### src/rtl/vfcmp_pkg.sv
package vfcmp_pkg;
  typedef enum logic [1:0] {
    EW_HALF   = 2'd0,
    EW_SINGLE = 2'd1,
    EW_DOUBLE = 2'd2,
    EW_DBL_ALT = 2'd3
  } ew_sel_e;

  localparam int unsigned NUM_WIDTHS = 3;

  function automatic int unsigned exp_bits(input int unsigned w);
    if (w == 16) return 5;
    else if (w == 32) return 8;
    else return 11;
  endfunction
endpackage

### src/rtl/vfcmp_ge_lane.sv
module vfcmp_ge_lane #(
  parameter int unsigned W = 32
) (
  input  logic [W-1:0] elem,
  input  logic [W-1:0] scl,
  output logic         ge,
  output logic         nan
);
  localparam int unsigned EW = vfcmp_pkg::exp_bits(W);
  localparam int unsigned MW = W - 1 - EW;

  logic         s_e, s_s;
  logic [W-2:0] mag_e, mag_s;
  logic         nan_e, nan_s, ordered_ge;

  assign s_e   = elem[W-1];
  assign s_s   = scl[W-1];
  assign mag_e = elem[W-2:0];
  assign mag_s = scl[W-2:0];
  assign nan_e = (&elem[W-2:MW]) && (|elem[MW-1:0]);
  assign nan_s = (&scl[W-2:MW]) && (|scl[MW-1:0]);
  assign nan   = nan_e | nan_s;

  always_comb begin
    if (mag_e == '0 && mag_s == '0) ordered_ge = 1'b1;
    else if (s_e != s_s)            ordered_ge = !s_e;
    else if (!s_e)                  ordered_ge = (mag_e >= mag_s);
    else                            ordered_ge = (mag_e <= mag_s);
  end

  assign ge = ordered_ge && !nan;
endmodule

### src/rtl/vfcmp_mask_policy.sv
module vfcmp_mask_policy #(
  parameter int unsigned NE  = 8,
  parameter int unsigned VLW = 4
) (
  input  logic [NE-1:0]  ge,
  input  logic [NE-1:0]  nan,
  input  logic [VLW-1:0] vl,
  input  logic [VLW-1:0] nelem,
  input  logic           vm,
  input  logic [NE-1:0]  v0,
  input  logic [NE-1:0]  old,
  input  logic           agn,
  output logic [NE-1:0]  mask,
  output logic           invalid,
  output logic [NE-1:0]  act_vec,
  output logic [NE-1:0]  inact_vec,
  output logic [NE-1:0]  tail_vec
);
  for (genvar i = 0; i < NE; i++) begin : g_bit
    assign tail_vec[i]  = (VLW'(i) >= vl) || (VLW'(i) >= nelem);
    assign act_vec[i]   = !tail_vec[i] && (vm || v0[i]);
    assign inact_vec[i] = !tail_vec[i] && !act_vec[i];
    assign mask[i] = tail_vec[i] ? 1'b1 :
                     act_vec[i] ? ge[i] :
                     (agn ? 1'b1 : old[i]);
  end

  assign invalid = |(nan & act_vec);
endmodule

### src/rtl/vfcmp_ge_unit.sv
module vfcmp_ge_unit #(
  parameter int unsigned VLEN = 128,
  localparam int unsigned NE  = VLEN / 16,
  localparam int unsigned VLW = $clog2(NE + 1)
) (
  input  logic            clk,
  input  logic            rst,
  input  logic            in_valid,
  input  logic [VLEN-1:0] vec_data,
  input  logic [63:0]     scalar,
  input  logic [VLW-1:0]  vl,
  input  logic [1:0]      ew_sel,
  input  logic            vm,
  input  logic [NE-1:0]   v0_mask,
  input  logic [NE-1:0]   old_mask,
  input  logic            mask_agn,
  output logic            out_valid,
  output logic [NE-1:0]   out_mask,
  output logic            out_invalid
);
  import vfcmp_pkg::*;

  logic [NE-1:0] ge_w  [NUM_WIDTHS];
  logic [NE-1:0] nan_w [NUM_WIDTHS];

  for (genvar g = 0; g < NUM_WIDTHS; g++) begin : g_width
    localparam int unsigned W = 16 << g;
    localparam int unsigned N = VLEN / W;
    logic [N-1:0] ge_l, nan_l;
    for (genvar i = 0; i < N; i++) begin : g_lane
      vfcmp_ge_lane #(.W(W)) u_lane (
        .elem (vec_data[i*W +: W]),
        .scl  (scalar[W-1:0]),
        .ge   (ge_l[i]),
        .nan  (nan_l[i])
      );
    end
    assign ge_w[g]  = NE'(ge_l);
    assign nan_w[g] = NE'(nan_l);
  end

  logic [1:0]     widx;
  logic [VLW-1:0] nelem;
  logic [NE-1:0]  ge_sel, nan_sel;

  always_comb begin
    unique case (ew_sel_e'(ew_sel))
      EW_HALF:   widx = 2'd0;
      EW_SINGLE: widx = 2'd1;
      default:   widx = 2'd2;
    endcase
    nelem   = VLW'(VLEN >> (4 + widx));
    ge_sel  = ge_w[widx];
    nan_sel = nan_w[widx];
  end

  logic [NE-1:0] mask_d, act_vec, inact_vec, tail_vec;
  logic          inv_d;

  vfcmp_mask_policy #(.NE(NE), .VLW(VLW)) u_policy (
    .ge        (ge_sel),
    .nan       (nan_sel),
    .vl        (vl),
    .nelem     (nelem),
    .vm        (vm),
    .v0        (v0_mask),
    .old       (old_mask),
    .agn       (mask_agn),
    .mask      (mask_d),
    .invalid   (inv_d),
    .act_vec   (act_vec),
    .inact_vec (inact_vec),
    .tail_vec  (tail_vec)
  );

  always_ff @(posedge clk) begin
    if (rst) begin
      out_valid   <= 1'b0;
      out_mask    <= '0;
      out_invalid <= 1'b0;
    end else begin
      out_valid <= in_valid;
      if (in_valid) begin
        out_mask    <= mask_d;
        out_invalid <= inv_d;
      end
    end
  end

  AST_VALID_FOLLOWS: assert property (@(posedge clk) disable iff (rst)
    in_valid |=> out_valid);
  AST_IDLE_HOLD: assert property (@(posedge clk) disable iff (rst)
    !in_valid |=> (!out_valid && $stable(out_mask) && $stable(out_invalid)));
  AST_TAIL_ONES: assert property (@(posedge clk) disable iff (rst)
    in_valid |=> &(out_mask | ~$past(tail_vec)));
  AST_INACTIVE_KEEP: assert property (@(posedge clk) disable iff (rst)
    (in_valid && !mask_agn) |=> (((out_mask ^ $past(old_mask)) & $past(inact_vec)) == '0));
  AST_INACTIVE_ONES: assert property (@(posedge clk) disable iff (rst)
    (in_valid && mask_agn) |=> &(out_mask | ~$past(inact_vec)));
  AST_NAN_ZERO: assert property (@(posedge clk) disable iff (rst)
    in_valid |=> ((out_mask & $past(act_vec & nan_sel)) == '0));
  AST_NO_ACTIVE_NO_FLAG: assert property (@(posedge clk) disable iff (rst)
    (in_valid && act_vec == '0) |=> !out_invalid);
endmodule

### config.mk
export PLATFORM = sky130hd
export DESIGN_NAME = vfcmp_ge_unit
export DESIGN_NICKNAME = d
export VERILOG_FILES = /design/src/rtl/vfcmp_pkg.sv /design/src/rtl/vfcmp_ge_lane.sv /design/src/rtl/vfcmp_mask_policy.sv /design/src/rtl/vfcmp_ge_unit.sv
export SDC_FILE = /design/constraint.sdc
export NUM_CORES = 1
export LEC_CHECK = 0
export BUFFER_PORTS_ARGS = -buffer_cell sky130_fd_sc_hd__buf_2
export CAP_MARGIN = 40
export CORE_ASPECT_RATIO = 1.4
export CORE_MARGIN = 2
export CORE_UTILIZATION = 55
export CTS_CLUSTER_SIZE = 28
export DETAILED_ROUTE_END_ITERATION = 12
export PLACE_DENSITY = 0.95
export SETUP_SLACK_MARGIN = 0.15
export SYNTH_ARGS = -nofsm -noshare
export SYNTH_HDL_FRONTEND = slang
export SYNTH_SLANG_ARGS = --single-unit
### constraint.sdc
create_clock -name clk -period 4.2 [get_ports clk]
set_input_delay 0.84 -clock clk [delete_from_list [all_inputs] [get_ports clk]]
set_output_delay 0.84 -clock clk [all_outputs]
set_load 0.01 [all_outputs]
# Word level (Yosys, flattened, before mapping)
# Cells that the tools add are included.
[op_classes]
addsub = 1
order_cmp = 45
n_eq_ne = 15
shifts = 1
mux = 73
bitwise = 16
reduce_logical = 152
[op_table]
columns = ["operator", "count"]
rows = [
  ["logical NOT 63 bit", 3],
  ["OR reduction 52 bit", 3],
  ["logical NOT 31 bit", 5],
  ["logical NOT 15 bit", 9],
  ["greater-or-equal comparator 63 bit", 2],
  ["<= comparator 63 bit", 2],
  ["greater-or-equal comparator 31 bit", 4],
  ["<= comparator 31 bit", 4],
  ["greater-or-equal comparator 15 bit", 8],
  ["<= comparator 15 bit", 8],
  ["OR reduction 23 bit", 5],
  ["OR reduction 10 bit", 9],
  ["2-to-1 mux 1 bit", 66],
  ["logical AND 1 bit", 53],
  ["AND reduction 5 bit", 9],
  ["AND reduction 8 bit", 5],
  ["AND reduction 11 bit", 3],
  ["binary-select mux 8 bit (select 2 bit)", 2],
  ["greater-or-equal comparator 3 x 4 -> 1 bit (first input constant)", 8],
  ["2-to-1 mux 8 bit", 4],
  ["logical NOT 1 bit", 30],
  ["greater-or-equal comparator 1 x 4 -> 1 bit (first input constant)", 4],
  ["greater-or-equal comparator 2 x 4 -> 1 bit (first input constant)", 4],
  ["logical OR 1 bit", 16],
  ["other kinds (11)", 37],
]
[totals]
ff_bits = 10
input_bits = 219
word_cells = 306

# Longest topological paths before layout
# Gate-level depths: netlist of the first run.
[logic_depth]
depth_word = 10
depth_mapped = 12
mapped_depth_nobuf = 11

# By module
# A second synthesis of the first run with hierarchy kept.
[hier_totals]
cells_unflattened = 1905
area_unflattened_um2 = 13424.1
[modules_own_cells]
columns = ["module", "n_inst", "cells_per_inst", "area_per_inst_um2"]
rows = [
  ["vfcmp_ge_lane (g_width[0].g_lane[0].u_lane ...)", 8, 74, 535.5],
  ["vfcmp_ge_lane (g_width[1].g_lane[0].u_lane ...)", 4, 148, 1019.7],
  ["vfcmp_ge_lane (g_width[2].g_lane[0].u_lane ...)", 2, 285, 2000.7],
  ["vfcmp_ge_unit", 1, 65, 579.3],
  ["vfcmp_mask_policy", 1, 86, 480.5],
]

# Worst setup path after synthesis of the first run
# Ideal clock, no wire load.
[synth_timing]
path_kind = "input to register"
startpoint = "input scalar[15]"
endpoint = "register out_mask[0]"
setup_ns = 0.141
t_arrival_ns = 3.259
slack_ns = 0.800
stages = 12
n_path_buf = 1
path_cell_list = "clkbuf_1 -> inv_1 -> ha_1 -> a21oi_1 -> o21ai_0 -> a221o_1 -> a2111o_1 -> a211oi_1 -> xor2_1 -> a31oi_1 -> a2111oi_0 -> a2111oi_1"
[synth_between]
elab_chain_len = 10
elab_cells_between_ends = 33
cone_classes = "order compare: 4; eq/ne: 1; mux: 13; bitwise: 2; reduce/logical: 13"
[synth_lines]
columns = ["item", "line_no", "rtl"]
rows = [
  ["start: declaration", "vfcmp_ge_unit.sv:10", "input logic [63:0] scalar,"],
  ["greater-or-equal comparator 63 bit, or another cell as far along", "vfcmp_ge_lane.sv:27", "else if (!s_e) ordered_ge = (mag_e >= mag_s);"],
  ["2-to-1 mux 1 bit or logical AND 1 bit (tied branches)", "vfcmp_ge_lane.sv:27, vfcmp_ge_lane.sv:21", ""],
  ["2-to-1 mux 1 bit or OR 1 bit (tied branches)", "vfcmp_ge_lane.sv:26, vfcmp_ge_lane.sv:22", ""],
  ["2-to-1 mux 1 bit or logical NOT 1 bit (tied branches)", "vfcmp_ge_lane.sv:25, vfcmp_ge_lane.sv:31", ""],
  ["logical AND 1 bit", "vfcmp_ge_lane.sv:31", "assign ge = ordered_ge && !nan;"],
  ["binary-select mux 8 bit (select 2 bit) (*)", "vfcmp_ge_unit.sv:53", "ge_sel = ge_w[widx];"],
  ["2-to-1 mux 8 bit (implied by the code) (*) (2 in series)", "vfcmp_ge_unit.sv:53", ""],
  ["2-to-1 mux 1 bit (*)", "vfcmp_mask_policy.sv:24", "act_vec[i] ? ge[i] :"],
  ["2-to-1 mux 1 bit (*)", "vfcmp_mask_policy.sv:23", "assign mask[i] = tail_vec[i] ? 1'b1 :"],
  ["end signal: assignment", "vfcmp_ge_unit.sv:84", "out_mask <= mask_d;"],
  ["end: declaration", "vfcmp_ge_unit.sv:18", "output logic [NE-1:0] out_mask,"],
]
# Mark *: on every way between the ends. The rest lies on a longest branch, timed or not. The select of a mux whose other input is x is not followed.
# A chain may end at the register's enable or synchronous reset.

# Final worst setup path of the first run
[layout_timing]
startpoint = "input scalar[12]"
endpoint = "register out_mask[1]"
[layout_between]
elab_chain_len = 10
elab_cells_between_ends = 41
cone_classes = "order compare: 6; mux: 14; bitwise: 3; reduce/logical: 18"
[layout_lines]
columns = ["item", "line_no"]
rows = [
  ["greater-or-equal comparator 63 bit, or another cell as far along", "vfcmp_ge_lane.sv:27"],
  ["2-to-1 mux 1 bit or logical AND 1 bit (tied branches)", "vfcmp_ge_lane.sv:27, vfcmp_ge_lane.sv:21"],
  ["2-to-1 mux 1 bit or OR 1 bit (tied branches)", "vfcmp_ge_lane.sv:26, vfcmp_ge_lane.sv:22"],
  ["2-to-1 mux 1 bit or logical NOT 1 bit (tied branches)", "vfcmp_ge_lane.sv:25, vfcmp_ge_lane.sv:31"],
  ["logical AND 1 bit", "vfcmp_ge_lane.sv:31"],
  ["binary-select mux 8 bit (select 2 bit) (*)", "vfcmp_ge_unit.sv:53"],
  ["2-to-1 mux 8 bit (implied by the code) (*) (2 in series)", "vfcmp_ge_unit.sv:53"],
  ["2-to-1 mux 1 bit (*)", "vfcmp_mask_policy.sv:24"],
  ["2-to-1 mux 1 bit (*)", "vfcmp_mask_policy.sv:23"],
]
# Marks and branches as above.

==> reports/qor.csv, run 1 <==
stage;metric;value;unit
logic_synthesis;avgSynthCellArea;7.48;sq um
cells_and_area;final_nets;1718;
logic_synthesis;synth_edf_count;0;
logic_synthesis;async_reset_ff_share;0;%
logic_synthesis;synth_top_family_by_area;adder cells;
logic_synthesis;yosysTopAreaCell;ha_1;
routing;drc;0;
clocking;postCtsSetupBuffers;0;
global_routing;grt_pass1_wl;48.5;mm
routing;drt_iter0_markers;877;
logic_synthesis;synthAdderAreaFrac;40.9;%
routing;post_drt_wl_per_cell;22.9;um
routing;via_count;9921;
cells_and_area;n_fill_cell;1162;
logic_synthesis;yosysWarnings;0;
logic_synthesis;synth.ff_latch_count;10;
placement;dp.cells;1428;
power;share_seq_of_total_power;9.0;%
timing;tightest_slew;0.869;ns
run;cap_viol_max_count;0;
cells_and_area;most-common-layout-cells;ha_1, buf_2, inv_1;
routing;route.antenna.remaining_nets;0;
clocking;h-tree-depth;1;
outcome;status;finished, final reports clean;
power;pwr-share-comb;74.4;%
logic_synthesis;synth_compound_area_share;23.2;%
global_routing;grtUsageMet1;46.5;%
power;p_leak;4.82;nW
power;power;1.24;mW
logic_synthesis;synthSimpleGateAreaFrac;27.5;%
timing;rsz0062_at_grt;no;
logic_synthesis;syn_nets;1481;
global_routing;antenna_found_initial;3;
timing;period_minus_slack;3.69;ns
global_routing;gr-max-usage-layer;met2;
power;p_per_area;136;mW/mm^2
floorplanning;die_h;143;um
timing;min_period_over_period;87.8;%
floorplanning;coreArea;0.0135;sq mm
clocking;cts_root_buf;clkbuf_16;
cells_and_area;layout.cells.non_filler;1434;
placement;port-buffer-count;228;
floorplanning;start_util;56.4;%
global_routing;grt_pass1_vias;9471;
floorplanning;num_rows;50;
critical_path;cp_top_family;compound AO/OA/AOI/OAI gates;
clocking;cts_buffer_depth;2;
routing;routed_wl;32.9;mm
global_routing;grt_use_total;43.3;%
critical_path;reg2reg_from;out_mask[1]$_SDFFE_PP0P_;
global_routing;grt_max_degree;17;
critical_path;crit_slowest_cell;nor3_1;
critical_path;worstPathCellList;buf_2, inv_1, buf_4, ha_1, a21oi_1, nor2b_1, o21ai_0, o21ai_0, nor3_1, o311a_1, mux2i_1, nand2_1, a32o_1;
routing;vias_per_cell;6.92;
logic_synthesis;yosysUniqueCellTypes;52;
critical_path;crit_top_cell;o21ai_0;
timing;slew_violations;0;
global_routing;grt-ovfl-total;0;
timing;setup_ws;0.514;ns
clocking;clk_latency;0.25;ns
power;switchingPower;0.612;mW
clocking;clk_pin_slew;0.05;ns
critical_path;critical_path_arrival;3.83;ns
power;internal_power;0.623;mW
clocking;cts_tree;done;
critical_path;path_buf_inv;3;
clocking;cts_num_sinks;10;
logic_synthesis;seq_area_frac_synth;2.64;%
critical_path;crit_path_end_kind;flip-flop;
logic_synthesis;synth_area;0.00758;sq mm
cells_and_area;layout_commonest_cell;ha_1;
routing;first_pass_iters;6;
global_routing;use_met2;69.5;%
timing;max_freq;271;MHz
floorplanning;io_pins;229;
global_routing;grt_use_met3;11.7;%
critical_path;startpoint;scalar[12];
cells_and_area;area_growth;20.0;%
power;p_clk_share;16.7;%
logic_synthesis;synthCells;1014;
timing;clock_skew;0;ns
placement;gp_congestion;1.15;
logic_synthesis;synth-xor-area-share;0.693;%
floorplanning;die_w;103;um
logic_synthesis;yosysTopAreaCellShare;40.9;%
min_path;min_path_type;reg2reg;
clocking;ctsResizeCount;0;
timing;setup_violations;0;
min_path;min_from;out_mask[5]$_SDFFE_PP0P_;
cells_and_area;drive_gt1_share;20.0;%
critical_path;critPathMaxFanout;6;
critical_path;cpPeakStageDelay;0.71;ns
clocking;numCtsBuffers;3;
critical_path;cp_data_required_time;4.34;ns
timing;setup-tns-final;0;ns
logic_synthesis;synth.area.mux_share;0.660;%
logic_synthesis;synth_ff_type;dfxtp_1;
power;p_sw_share;49.5;%
critical_path;critPathLaunchType;primary input;
placement;dp_slack;0.468;ns
clocking;postCtsHoldBufs;0;
floorplanning;die_area;0.0148;sq mm
placement;dpl.hpwl;27.6;mm
power;ir_drop;0.000114;V
logic_synthesis;synth.area.top_cells;ha_1, a21o_1, nand4_1;
critical_path;crit_type;in2reg;
timing;slew_headroom;41.6;%
timing;finalHoldViolCount;0;
## sequential cells by signal (all words and copies together), names as in the netlist
| name | cells |
|---|---|
| out_valid | 1 |
| out_invalid | 1 |
| out_mask | 8 |
## worst paths after layout
kind,end,slack [ns],cells past startpoint
worst min-delay path,out_mask[5]$_SDFFE_PP0P_,0.49,2
worst max register to register,out_mask[1]$_SDFFE_PP0P_,2.82,4
worst min register to register,out_mask[5]$_SDFFE_PP0P_,0.49,2
worst max-delay path,out_mask[1]$_SDFFE_PP0P_,0.51,13
## cell usage after synthesis (all sizes together) (11+ instances only)
cell type and count:
or4 24, and3 17, o21ai 46, inv 81, nor2b 15, nand2 59
nor3 32, nor4 37, nor2 70, a211oi 11, ha 248, nand4 63
a21oi 78, a21o 61, nand3 37, o21a 11
## logic make-up after synthesis
family / count (synthesis)
and+or+nand+nor: 389
AOI/OAI and AO/OA: 269
adders and majority gates: 248
buffers and inverters: 87
DFF: 10
xor gates and xnor gates: 6
muxes: 5
## metal layers
metal	share of wire [%]	wire, um
met2	44	14600
met3	10	3440
met5	0.052	17
met4	9.9	3260
met1	35	11500
## area by class of cell
type | instances | area [sq um] | area share (%)
well taps | 182 | 228 | 2.50
diodes | 2 | 5.00 | 0.0550
clock buffers | 4 | 88.8 | 0.976
inverters | 81 | 304 | 3.34
multi-input cells | 917 | 7060 | 77.6
flip-flops and latches | 10 | 200 | 2.20
repair buffers | 238 | 1220 | 13.4
## stage by stage
step | hold slack (ns) | cell area (sq um) | util [%]
after floorplan | 0.503 | 7580 | -
after global placement | 0.473 | 9000 | 66.9
after detailed placement | 0.481 | 9000 | 66.9
after CTS | 0.486 | 9090 | 67.6
after global routing | 0.512 | 9100 | 67.6
final | 0.488 | 9100 | 67.6
## tightest hold or removal path, cell delays in order (launching register included)
cell and delay (ns):
dfxtp_1 0.30, nor2_1 0.09, a311oi_1 0.05
## power groups by stage
stage	Combinational, mW	Sequential [mW]	Clock, mW
4_1_cts	0.883	0.110	0.200
5_1_grt	1.00	0.111	0.204
2_1_floorplan	0.498	0.113	0
6_report	0.918	0.111	0.206
3_5_place_dp	0.875	0.112	0
3_3_place_gp	0.843	0.111	0
Power figures use the tool's default switching activity.
==> inputs of run 2 (changes only) <==
ABC_AREA = 1   (was default)
CORE_UTILIZATION = 56   (was 55)
==> reports/qor.csv, run 2 <==
stage;metric;value;unit;change
global_routing;grt_max_degree;12;;-5
clocking;cts_root_buf;clkbuf_16;;
run;cap_viol_max_count;0;;unchanged
logic_synthesis;ys_top_cells_by_count;nand2_1, ha_1, inv_1;;
global_routing;grt_use_total;41.0;%;-2.3 points
routing;post_drt_wl_per_cell;18.6;um;-19%
placement;dpl-instance-area;0.00962;sq mm;+6.8%
floorplanning;io_pins;229;;unchanged
logic_synthesis;avgSynthCellArea;6.14;sq um;-18%
routing;routed_wl;32.9;mm;about the same
clocking;cts_buffer_depth;2;;unchanged
timing;min_period_over_period;72.5;%;-15 points
floorplanning;num_rows;52;;+4.0%
logic_synthesis;synth_ff_type;dfxtp_1;;
clocking;postCtsHoldBufs;0;;unchanged
logic_synthesis;yosysUniqueCellTypes;47;;-9.6%
cells_and_area;drive_gt1_share;16.6;%;-3.4 points
timing;period_minus_slack;3.04;ns;-0.642 ns
power;ir_drop;0.000166;V;+45%
timing;setup_violations;0;;unchanged
clocking;cts_num_sinks;10;;unchanged
cells_and_area;reg.largest.list;out_mask x8, out_invalid x1, out_valid x1;;
cells_and_area;seqCellArea;200;sq um;unchanged
logic_synthesis;async_reset_ff_share;0;%;unchanged
clocking;numCtsBuffers;3;;unchanged
logic_synthesis;synth_area;0.00824;sq mm;+8.7%
cells_and_area;diodes;0;;-2
logic_synthesis;synth.area.top_cells;ha_1, nand2_1, a21oi_1;;
timing;setup-tns-final;0;ns;unchanged
routing;drc;0;;unchanged
min_path;min_path_type;reg2reg;;
placement;dp.cells;1759;;+23%
clocking;ctsResizeCount;0;;unchanged
cells_and_area;layout_commonest_cell;nand2_1;;
critical_path;crit_path_end_kind;flip-flop;;
routing;via_count;10700;;+7.9%
timing;worst_hold_slack;0.493;ns;+0.00521 ns
placement;gp_congestion;1.06;;-8.2%
floorplanning;die_w;107;um;+3.2%
floorplanning;coreArea;0.0144;sq mm;+7.4%
global_routing;grt_pass1_wl;51.2;mm;+5.4%
power;p_per_area;131;mW/mm^2;-3.6%
cells_and_area;n_fill_cell;1384;;+19%
logic_synthesis;yosysTopAreaCellShare;37.6;%;-3.3 points
routing;route.antenna.remaining_nets;0;;unchanged
clocking;cts_tree;done;;
logic_synthesis;yosysWarnings;0;;unchanged
routing;drt_iter0_markers;1063;;+21%
cells_and_area;layout.cells.non_filler;1763;;+23%
logic_synthesis;synth.most_common_cell;nand2_1;;
timing;tightest_slew;0.729;ns;-0.141 ns
clocking;h-tree-depth;1;;unchanged
timing;clock_skew;0;ns;unchanged
placement;dpl.hpwl;28.0;mm;+1.3%
critical_path;critPathLaunchType;primary input;;
critical_path;cp_data_required_time;4.38;ns;+0.04 ns
cells_and_area;area_growth;17.7;%;
global_routing;grt-ovfl-total;0;;unchanged
cells_and_area;final_cell_area;0.00970;sq mm;+6.7%
logic_synthesis;syn_nets;1810;;+22%
placement;port-buffer-count;228;;unchanged
timing;finalHoldViolCount;0;;unchanged
routing;first_pass_iters;7;;+1
timing;rsz0062_at_grt;no;;
logic_synthesis;synth_edf_count;0;;unchanged
outcome;status;finished, final reports clean;;
cells_and_area;largest_reg_flops;8;;unchanged
cells_and_area;fin_util;67.2;%;-0.45 points
cells_and_area;top_register;out_mask;;
timing;max_freq;329;MHz;+21%
global_routing;antenna_found_initial;0;;-3
logic_synthesis;seq_area_frac_synth;2.43;%;-0.21 points
global_routing;grt_pass1_vias;10400;;+9.6%
power;p_leak;5.46;nW;+13%
logic_synthesis;synth.ff_latch_count;10;;unchanged
timing;slew_headroom;51.4;%;+9.8 points
critical_path;crit_type;in2reg;;
cells_and_area;multi_input_area;0.00742;sq mm;+5.1%
critical_path;critical_path_arrival;3.22;ns;-0.61 ns
logic_synthesis;yosysTopAreaCell;ha_1;;
timing;slew_violations;0;;unchanged
logic_synthesis;synthCells;1343;;+32%
clocking;postCtsSetupBuffers;0;;unchanged
floorplanning;start_util;57.1;%;+0.69 points
cells_and_area;most-common-layout-cells;nand2_1, ha_1, buf_2;;
clocking;clk_pin_slew;0.04;ns;about the same
critical_path;critPathMaxFanout;11;;+5
routing;vias_per_cell;6.07;;-12%
floorplanning;die_area;0.0157;sq mm;+6.5%
floorplanning;die_h;148;um;+3.2%
clocking;clk_latency;0.24;ns;about the same
cells_and_area;final_nets;2042;;+19%
-- run 2: changes by cell type after synthesis, sizes merged, moves of 12 or more --
cell   previous run  this run
a21o             61         7
a21oi            78       127
and3             17         2
inv              81       164
nand2            59       337
nand3            37        76
nand4            63        51
nor2             70       154
nor2b            15         0
nor4             37        19
or4              24         0
-- run 2: per-layer routing --
metal / vias up / track usage (%) / part of all wire, %
met5: - / 0 / 0
met4: 0 / 29.7 / 8.2
met3: 223 / 7.80 / 10
met2: 753 / 69.4 / 46
met1: 4620 / 45.4 / 36
li1: 5111 / - / -
-- run 2: where the power goes --
group          internal (mW)  total (mW)  switching (mW)
clock network          0.144       0.195          0.0515
logic                  0.363       0.968           0.605
registers              0.103       0.107         0.00452
-- run 2: cells by family (layout without fill, tap and decap cells) --
| family | after synthesis | in the layout | synth area share (%) |
|---|---|---|---|
| AOI/OAI and AO/OA | 216 | 216 | 14.5 |
| xor gates and xnor gates | 4 | 4 | 0.425 |
| adders and majority gates | 248 | 248 | 37.6 |
| buffers and inverters | 166 | 397 | 7.56 |
| DFF | 10 | 10 | 2.43 |
| and+or+nand+nor | 699 | 699 | 37.4 |
-- run 2: final cells by class --
class                           instances  share of cell area (%)
Multi-Input combinational cell       1167                    76.4
Tap cell                              189                    2.44
Clock buffer                            4                   0.915
Sequential cell                        10                    2.06
Timing Repair Buffer                  228                    11.8
Inverter                              165                    6.38
-- run 2: path summary, 6_finish.rpt --
check / endpoint / depth (start not counted) / slack [ns] / from
max reg2reg: out_mask[7]$_SDFFE_PP0P_ / 2 / 3.51 / out_mask[7]$_SDFFE_PP0P_
min: out_mask[3]$_SDFFE_PP0P_ / 2 / 0.49 / out_mask[3]$_SDFFE_PP0P_
max: out_mask[0]$_SDFFE_PP0P_ / 17 / 1.16 / scalar[14]
min reg2reg: out_mask[3]$_SDFFE_PP0P_ / 2 / 0.49 / out_mask[3]$_SDFFE_PP0P_
-- run 2: stage by stage --
step	power [mW]	worst slack, ns
2_1_floorplan	0.663	1.75
3_3_place_gp	1.02	1.06
4_1_cts	1.24	1.26
3_5_place_dp	1.04	1.01
6_report	1.27	1.16
5_1_grt	1.39	0.848
-- run 2: worst max-delay path: stages --
cell,delay (ns)
buf_2,0.09
inv_1,0.52
ha_1,0.24
nand2_1,0.07
nor2_1,0.13
inv_1,0.05
nor2_1,0.13
nand3b_1,0.17
nor2_1,0.27
nand3_1,0.14
nand3_1,0.11
nand2_1,0.05
nand3_1,0.08
nand2_1,0.05
nand3_1,0.08
nand2_1,0.06
a21oi_2,0.11
==> inputs of run 3 (changes only) <==
CORE_UTILIZATION = 50   (was 56)
PLACE_DENSITY = 0.91   (was 0.95)
clock period = 2.5 ns   (was 4.2 ns; I/O delays follow)
==> reports/qor.csv, run 3 (same netlist as run 2, synthesis figures left out) <==
stage;metric;value;unit;change
floorplanning;coreArea;0.0162;sq mm;+12%
placement;dp.cells;1881;;+6.9%
cells_and_area;seqCellArea;200;sq um;unchanged
routing;post_drt_wl_per_cell;19.0;um;+2.1%
cells_and_area;diodes;0;;unchanged
timing;rsz0062_at_grt;yes;;
placement;gp_congestion;1.04;;-1.1%
clocking;cts_buffer_depth;2;;unchanged
timing;tightest_slew;0.560;ns;-0.169 ns
floorplanning;die_area;0.0175;sq mm;+12%
floorplanning;io_pins;229;;unchanged
timing;setup_ws;0.0942;ns;-1.06 ns
placement;dpl-instance-area;0.0106;sq mm;+9.8%
cells_and_area;final_cell_area;0.0113;sq mm;+16%
run;cap_viol_max_count;0;;unchanged
power;power;2.45;mW;+93%
global_routing;grt-ovfl-total;0;;unchanged
timing;slew_headroom;62.4;%;+11 points
cells_and_area;final_nets;2168;;+6.2%
cells_and_area;area_growth;37.0;%;
clocking;cts_tree;done;;
routing;via_count;11300;;+5.8%
critical_path;cp_top_family;simple AND/OR/NAND/NOR gates;;
cells_and_area;reg.largest.list;out_mask x8, out_invalid x1, out_valid x1;;
critical_path;critPathMaxFanout;4;;-7
min_path;holdPathEnd;out_mask[0]$_SDFFE_PP0P_;;
floorplanning;die_w;113;um;+5.6%
global_routing;grt_use_total;38.2;%;-2.8 points
clocking;clk_pin_slew;0.05;ns;about the same
critical_path;path_buf_inv;3;;unchanged
power;ir_drop;0.000572;V;+240%
power;p_per_area;217;mW/mm^2;+66%
critical_path;reg2reg_from;out_mask[1]$_SDFFE_PP0P_;;
routing;drc;0;;unchanged
routing;route.antenna.remaining_nets;0;;unchanged
cells_and_area;multi_input_area;0.00786;sq mm;+5.9%
critical_path;crit_path_end_kind;flip-flop;;
timing;setup_violations;0;;unchanged
critical_path;cp_data_required_time;2.68;ns;-1.70 ns
clocking;h-tree-depth;1;;unchanged
critical_path;worstRegToRegCells;2;;unchanged
global_routing;antenna_found_initial;0;;unchanged
critical_path;crit_type;in2reg;;
min_path;min_path_type;in2reg;;
critical_path;worst_r2r_endpoint;out_mask[1]$_SDFFE_PP0P_;;
routing;first_pass_iters;5;;-2
critical_path;cpPeakStageDelay;0.35;ns;-0.17 ns
cells_and_area;fin_util;69.8;%;+2.6 points
critical_path;worstPathCellList;buf_2, clkinvlp_4, ha_4, nand2_1, nor2_2, inv_2, nor2_4, nand3b_1, nor2_2, nand3_2, nand3_2, nand2_1, nand3_1, nand2_1, nand3_2, nand2_1, a21oi_2;;
global_routing;grt_pass1_vias;10600;;+2.5%
timing;finalHoldViolCount;0;;unchanged
global_routing;grt_max_degree;11;;-1
routing;routed_wl;36.1;mm;+10%
routing;drt_iter0_markers;930;;-13%
placement;dp_slack;-0.276;ns;-1.29 ns
placement;dpl.hpwl;30.5;mm;+9.0%
floorplanning;num_rows;55;;+5.8%
global_routing;grt_pass1_wl;53.3;mm;+4.2%
critical_path;crit_slowest_cell;ha_4;;
cells_and_area;most-common-layout-cells;nand2_1, ha_1, buf_2;;
timing;min_period_over_period;96.2;%;
cells_and_area;largest_reg_flops;8;;unchanged
clocking;cts_root_buf;clkbuf_16;;
routing;vias_per_cell;5.97;;-1.7%
timing;slew_violations;0;;unchanged
timing;max_freq;416;MHz;
floorplanning;die_h;156;um;+5.7%
floorplanning;start_util;51.0;%;-6.1 points
critical_path;critPathLaunchType;primary input;;
clocking;cts_num_sinks;10;;unchanged
critical_path;crit_top_cell;nand2_1;;
timing;setup-tns-final;0;ns;unchanged
placement;port-buffer-count;228;;unchanged
cells_and_area;n_fill_cell;1392;;+0.58%
outcome;status;finished, final reports clean;;
clocking;numCtsBuffers;3;;unchanged
cells_and_area;layout_commonest_cell;nand2_1;;
cells_and_area;layout.cells.non_filler;1899;;+7.7%
timing;worst_hold_slack;0.477;ns;-0.0166 ns
timing;clock_skew;0;ns;unchanged
min_path;hold_depth;2;;unchanged
clocking;clk_latency;0.24;ns;about the same
cells_and_area;top_register;out_mask;;
power;p_leak;6.14;nW;+12%
timing;period_minus_slack;2.41;ns;
critical_path;r2r_slack;1.68;ns;-1.83 ns
cells_and_area;drive_gt1_share;28.1;%;+11 points
min_path;min_from;rst;;
critical_path;critical_path_arrival;2.59;ns;-0.63 ns
==> run 3: changes by cell type in the layout (fill, tap and decap cells not counted), sizes merged <==
cell      before  now
buf          228  354
clkinvlp       0    6
inv          164  158
==> run 3: power by group <==
group          internal (mW)  total [mW]  switching (mW)
clock network          0.242       0.331          0.0891
logic                  0.806        1.94            1.13
registers              0.173       0.179         0.00597
==> run 3: metal layers <==
layer	GRT usage, %	part of all wire (%)	up-vias
li1	-	-	5390
met1	42.7	36	5050
met2	67.0	47	669
met3	3.92	7.8	223
met4	27.4	8.9	0
met5	0	0	-
==> run 3: worst register-to-register path: stages (launching register included) <==
cell     delay (ns)
dfxtp_1        0.32
o21ai_0        0.33
a21oi_2        0.05
==> run 3: cell type report <==
type                       instances  area share [%]
timing repair buffer             354            19.9
inverter                         165            5.71
sequential                        10            1.77
tap                              199            2.21
multi-input combinational       1167            69.6
clock buffer                       4           0.787
==> run 3: worst max-delay path by stage <==
stage / slack, ns / endpoint / startpoint / cells past startpoint
finish: 0.09 / out_mask[0]$_SDFFE_PP0P_ / scalar[13] / 17
CTS: 0.11 / out_mask[0]$_SDFFE_PP0P_ / scalar[12] / 17
global placement: -0.26 / out_mask[1]$_SDFFE_PP0P_ / scalar[14] / 16
detailed placement: -0.28 / out_mask[1]$_SDFFE_PP0P_ / scalar[14] / 16
global route: 0.007 / out_mask[1]$_SDFFE_PP0P_ / scalar[10] / 20
floorplan: 0.39 / out_mask[0]$_SDFFE_PP0P_ / scalar[14] / 16
==> run 3: timing repair <==
| item | 4_1_cts | 5_1_grt |
|---|---|---|
| cloned | 0 | 0 |
| pin swaps | 0 | 47 |
| setup buffers | 1 | 13 |
| hold buffers | 0 | 0 |
| setup endpoints to repair | 3 | 8 |
| gates resized for setup | 5 | 107 |
